[src/rtl/dsm_pkg.sv]
package dsm_pkg;
  // Alternating pattern with the newest bit (LSB) equal to 0.
  function automatic logic [63:0] alt_pattern(input int n);
    logic [63:0] p;
    p = '0;
    for (int i = 0; i < 64; i++)
      if (i < n) p[i] = i[0];
    return p;
  endfunction
endpackage

[src/rtl/dsm_history.sv]
module dsm_history
  import dsm_pkg::*;
#(
  parameter int          SYNC_LEN = 11,
  parameter logic [10:0] SYNC_PAT = 11'b11100010010,
  parameter int          DOT_MIN  = 10
) (
  input  logic clk,
  input  logic rst,
  input  logic bit_valid,
  input  logic din,
  output logic sync_hit,
  output logic dot_hit
);
  localparam int HW = SYNC_LEN + DOT_MIN - 1;
  localparam logic [DOT_MIN-1:0] DOT_PAT = DOT_MIN'(alt_pattern(DOT_MIN));

  logic [HW-1:0]       hist;
  logic [SYNC_LEN-1:0] win;

  assign win      = {hist[SYNC_LEN-2:0], din};
  assign sync_hit = bit_valid && (win == SYNC_PAT);
  assign dot_hit  = sync_hit && (hist[HW-1:SYNC_LEN-1] == DOT_PAT);

  always_ff @(posedge clk) begin
    if (rst)            hist <= '0;
    else if (bit_valid) hist <= {hist[HW-2:0], din};
  end

  // idle cycles leave the history untouched
  p_hist_idle_r7: assert property (@(posedge clk) disable iff (rst)
    !bit_valid |=> $stable(hist));
endmodule

[src/rtl/dsm_spacing.sv]
module dsm_spacing #(
  parameter int SYNC_GAP = 77
) (
  input  logic clk,
  input  logic rst,
  input  logic bit_valid,
  input  logic sync_hit,
  output logic pair_hit
);
  localparam int CW = $clog2(SYNC_GAP + 1);
  localparam logic [CW-1:0] LAST = CW'(SYNC_GAP - 1);

  logic          armed;
  logic [CW-1:0] cnt;

  assign pair_hit = sync_hit && armed && (cnt == LAST);

  always_ff @(posedge clk) begin
    if (rst) begin
      armed <= 1'b0;
      cnt   <= '0;
    end else if (bit_valid) begin
      if (sync_hit) begin
        armed <= 1'b1;
        cnt   <= '0;
      end else if (armed) begin
        if (cnt == LAST) armed <= 1'b0;
        else             cnt   <= cnt + 1'b1;
      end
    end
  end

  // an armed candidate never counts past the exact spacing
  p_cnt_range_r3: assert property (@(posedge clk) disable iff (rst)
    armed |-> (cnt <= LAST));
  // a candidate that reaches the window end without a match is dropped
  p_discard_r3: assert property (@(posedge clk) disable iff (rst)
    (armed && cnt == LAST && bit_valid && !sync_hit) |=> !armed);
endmodule

[src/rtl/dsm_mute_detect.sv]
module dsm_mute_detect #(
  parameter int          SYNC_LEN = 11,
  parameter logic [10:0] SYNC_PAT = 11'b11100010010,
  parameter int          DOT_MIN  = 10,
  parameter int          SYNC_GAP = 77
) (
  input  logic clk,
  input  logic rst,
  input  logic bit_valid,
  input  logic rx_bit,
  input  logic rx_invert,
  input  logic mute_clr,
  output logic mute_n,
  output logic sync_pulse
);
  logic din, sync_hit, dot_hit, pair_hit, trig;

  assign din  = rx_bit ^ rx_invert;
  assign trig = dot_hit | pair_hit;

  dsm_history #(.SYNC_LEN(SYNC_LEN), .SYNC_PAT(SYNC_PAT), .DOT_MIN(DOT_MIN)) u_hist (
    .clk(clk), .rst(rst), .bit_valid(bit_valid), .din(din),
    .sync_hit(sync_hit), .dot_hit(dot_hit));

  dsm_spacing #(.SYNC_GAP(SYNC_GAP)) u_gap (
    .clk(clk), .rst(rst), .bit_valid(bit_valid), .sync_hit(sync_hit),
    .pair_hit(pair_hit));

  always_ff @(posedge clk) begin
    if (rst) begin
      mute_n     <= 1'b1;
      sync_pulse <= 1'b0;
    end else begin
      sync_pulse <= sync_hit;
      if (trig)          mute_n <= 1'b0;
      else if (mute_clr) mute_n <= 1'b1;
    end
  end

  // a latched mute holds without a clear
  p_mute_hold_r4: assert property (@(posedge clk) disable iff (rst)
    (!mute_n && !mute_clr) |=> !mute_n);
  // a clear without trigger releases the mute
  p_clear_r4: assert property (@(posedge clk) disable iff (rst)
    (mute_clr && !trig) |=> mute_n);
  // a sync pulse follows an accepted bit and lasts one cycle
  p_pulse_vld_r5: assert property (@(posedge clk) disable iff (rst)
    sync_pulse |-> $past(bit_valid));
  p_pulse_single_r5: assert property (@(posedge clk) disable iff (rst)
    sync_pulse |=> !sync_pulse);
endmodule

[config.mk]
export PLATFORM = sky130hd
export DESIGN_NAME = dsm_mute_detect
export DESIGN_NICKNAME = d
export VERILOG_FILES = /design/src/rtl/dsm_pkg.sv /design/src/rtl/dsm_history.sv /design/src/rtl/dsm_spacing.sv /design/src/rtl/dsm_mute_detect.sv
export SDC_FILE = /design/constraint.sdc
export NUM_CORES = 1
export LEC_CHECK = 0
export BUFFER_PORTS_ARGS = -buffer_cell sky130_fd_sc_hd__buf_2
export CORE_ASPECT_RATIO = 0.9
export CORE_MARGIN = 5
export CORE_UTILIZATION = 30
export CTS_BUF_LIST = sky130_fd_sc_hd__clkbuf_8
export CTS_CLUSTER_SIZE = 30
export DETAILED_ROUTE_END_ITERATION = 10
export GPL_ROUTABILITY_DRIVEN = 0
export PLACE_DENSITY = 0.57
export SYNTH_ARGS = -nofsm -noshare
export SYNTH_HDL_FRONTEND = slang
export SYNTH_HIERARCHICAL = 1
export SYNTH_SLANG_ARGS = --single-unit
export TNS_END_PERCENT = 10
[constraint.sdc]
create_clock -name clk -period 2.3 [get_ports clk]
set_clock_uncertainty 0.15 [all_clocks]
set_input_delay 0.345 -clock clk [delete_from_list [all_inputs] [get_ports clk]]
set_output_delay 0.345 -clock clk [all_outputs]
set_load 0.1 [all_outputs]
==> results.md <==
* Count of standard-cell rows at 22
* Pin count of the biggest net entering global routing at 25
* Final core utilization at a little under two fifths
* Fraction of post-synthesis cell area in the top cell type by area at between 40% and 50%
* Yosys warning count at 6
* Result of the run: completed
* Via density per instance at approximately 4.6
* Total CTS buffers at 5
* Root Driver: sky130_fd_sc_hd__clkbuf_8
* Global route total overflow at 0
* Clock latency on the worst-skew pair at 0.27 ns
* Gate count of the mapped netlist at between 100 and 150
* Sum of routed wire length over all layers at 2330 µm
* Drt first-iter violations at 59
* Fillers at between 400 and 500
* Time the worst path needs with I/O delays and setup at a little over 2 ns
* Half-perimeter wire length after detailed placement at roughly 1600 µm
* Clock sink count at 30
* Cell types occupying the most area after synthesis: sky130_fd_sc_hd__dfxtp_1 (45%), sky130_fd_sc_hd__mux2i_1 (14%), sky130_fd_sc_hd__nor2_1 (7.1%)
* Post-synthesis cell type count at 34
* Aggregate global-route resource usage at 9.39%
* Cell leakage power at around 0.6 nW
* Number of vias in the routed layout at approximately 980
* Floorplan Core Area at around 4200 µm²
* Maximum fanout encountered on the critical timing path at 5
* Clock Path Buffers at 2
* Area Growth Syn to Fin at 18.2%
* XOR/XNOR share of the synthesized area at less than 1%
* Total of max-cap violations at 0
* Maximum single-stage delay on the critical path at ~0.33 ns
* Library cell with the largest summed area after synthesis: sky130_fd_sc_hd__dfxtp_1
* Number of primary I/O pins at 8
* Buffers and inverters on the worst path at 1
* Number of instances in the placed design at around 200
* Clock power frac at 43.4%
* Slew Viols, Final at 0
* Flops & latches, synth at 30
* Mapped Area at 1320 µm²
* Combinational cell fraction of total power at 3.9%
* Post-DRT Antenna Nets at 0
* Final instance count without filler cells at 213
* Worst hold slack at 0.219 ns
* Share of synthesized cell area in full adder, half adder and majority cells at around 1.9%
* Floorplan die area at around 5800 µm²
* Final Hold Viols at 0
* Combinational family with the most area after synthesis: simple AND/OR/NAND/NOR gates
* Arr. time, crit path at 2.04 ns
* # nets final at 160
* Worst path required time at around 2.3 ns
* Mean area per synthesized cell at just under 10 µm²
* Remaining DRCs at 0
* Internal power summed over all cells at about 0.8 mW
* First-pass DRT Iterations at 4
* Sequential share of the synthesized area at between 40% and 50%
* Total negative setup slack at 0 ns
* FF+latch area at roughly 600 µm²
* Startpoint type of the worst setup path: flip-flop
* Multiplexer fraction of the synthesized cell area at 15.3%
* Wire length of the first global-routing pass at between 4000 and 5000 µm
* Setup slack after placement at around 0.21 ns
* Post-synthesis simple-gate area fraction at about 23%
* Switching portion of total power at 21.7%
* Die X-Extent at 79.9 µm
* Maximum ir drop on the vdd rail at 0.258 mV
* Number of I/O port buffers at 7
* Unrepaired setup endpoints after global routing: false
* Layout cell share with drive strength beyond 1 at roughly a fifth
* Critical Path Slowest Stage Cell: sky130_fd_sc_hd__dfxtp_1
* Finish-stage setup viols at 0
* Clock-pin transition on the worst setup and hold timing paths at 0.07 ns
* Max Fclk at 0.492 GHz
* Power share of the sequential group at between 50% and 60%
* Via count of the first global-routing pass at between 900 and 1000
* Share of the clock period used by the worst path at about nine tenths
* Worst path cell trace: nor4b_2 -> nand4_1 -> nor3_1 -> buf_4 -> o21a_1 -> o31ai_4 -> and2b_1 -> mux2_2
* Number of antenna violations at the first check in global routing at 0
* Starting density of the core at 31.8%
* Area of the multi-input gates at between 600 and 700 µm²
* Antenna Diode Count at 0
* Resized cells post-CTS at 0
* Net switching power at between 0.2 and 0.25 mW
* Per-cell routed wire length at between 10 and 15 µm
* Final setup slack of the worst path at 0.267 ns
* Nature of the critical path endpoint: flip-flop
* Worst min path class: in -> reg
* Transition time of the tightest slew-check pin at between 0.4 and 0.5 ns
* Flop-to-flop setup slack at 0.27 ns
* Die extent in y at 72.9 µm
* Mapped Nets at about 140
* Clock tree from TritonCTS: done
* Rel. slew slack at roughly 68%
* Maximum level of the CTS H-tree at 2
* Worst path top cell family by delay: simple AND/OR/NAND/NOR gates
* Synthesized-area fraction occupied by ao, oa, aoi and oai cells at around 11%
* Type of the worst setup path: reg -> reg
* Power per unit of standard cell area at around 640 nW/µm²
## power groups by stage
stage / Sequential, mW / Combinational [mW] / Clock [mW]
2_1_floorplan: 0.535 / 0.0261 / 0
3_3_place_gp: 0.535 / 0.0383 / 0
3_5_place_dp: 0.535 / 0.0392 / 0
4_1_cts: 0.523 / 0.0391 / 0.450
5_1_grt: 0.523 / 0.0424 / 0.475
6_report: 0.524 / 0.0385 / 0.431
## synth_stat cells (all sizes together)
cell,number
nand4,2
nand2b,2
nand4bb,1
nor4,1
and2b,1
dfxtp,30
nand2,6
mux2,1
a22o,1
nor2b,6
nor3,2
buf,3
nor4bb,1
xor2,1
clkbuf,2
o2111ai,1
o21a,1
ha,2
a31oi,2
or2b,1
nor2,25
o2111a,1
inv,3
o21ai,8
nand3,2
and3,2
nor4b,2
mux2i,19
a21oi,2
o31ai,4
## layout by cell type, fill, tap and decap left out, drive strengths merged, types with 3 or more instances in the layout
master	count
nand2	6
o31ai	4
clkbuf	6
dfxtp	30
buf	15
nor2	25
mux2i	19
o21ai	8
nor2b	6
inv	3
## worst min-delay path, delay by kind of cell
| kind | cells | cell delay (ns) |
|---|---|---|
| AO/OA/AOI/OAI | 1 | 0.15 |
| AND/OR/NAND/NOR | 1 | 0.04 |
| buffers and inverters | 1 | 0.08 |
## sequential cells by signal, indices dropped and copies added (netlist names)
name         cells
mute_n           1
u_hist/hist     20
u_gap/cnt        7
u_gap/armed      1
sync_pulse       1
## path summary, 6_finish.rpt
check,startpoint,to,depth (start not counted)
hold / removal,mute_clr,mute_n$_SDFFE_PP1P_,3
setup reg to reg,u_hist/hist[1]$_SDFFE_PP0P_,u_gap/cnt[0]$_SDFFE_PP0P_,8
hold reg to reg,u_hist/hist[0]$_SDFFE_PP0P_,u_hist/hist[0]$_SDFFE_PP0P_,2
setup / recovery,u_hist/hist[1]$_SDFFE_PP0P_,u_gap/cnt[0]$_SDFFE_PP0P_,8
## cell families after synthesis
logic type / after synthesis
AND/OR/NAND/NOR: 54
flip-flops: 30
AO/OA/AOI/OAI: 20
multiplexers: 20
buffers and inverters: 8
adder cells (fa/ha/maj): 2
XOR/XNOR: 1
## final cells by class
| class | count | area share, % |
|---|---|---|
| repair buffers | 15 | 6.09 |
| flip-flops and latches | 30 | 38.5 |
| well taps | 60 | 4.81 |
| clock inverters | 2 | 0.802 |
| clock buffers | 6 | 5.29 |
| multi-input cells | 97 | 43.8 |
| inverters | 3 | 0.722 |
## layer usage
layer / wire, µm / GRT usage [%]
met2: 1070 / 14.2
met3: 88 / 3.21
met5: 0 / 0
met1: 1110 / 11.2
met4: 64 / 6.19
## through the flow
step / cell area [µm²] / power [mW]
after floorplan: 1320 / 0.561
after global placement: 1440 / 0.573
after detailed placement: 1440 / 0.574
after CTS: 1530 / 1.01
after global routing: 1560 / 1.04
final: 1560 / 0.994
## repair_timing
action,CTS,global route
buffers inserted,0,4
hold buffers,0,0
endpoints found under the setup margin,0,1
Note: power is estimated with default switching activity, not from simulation.
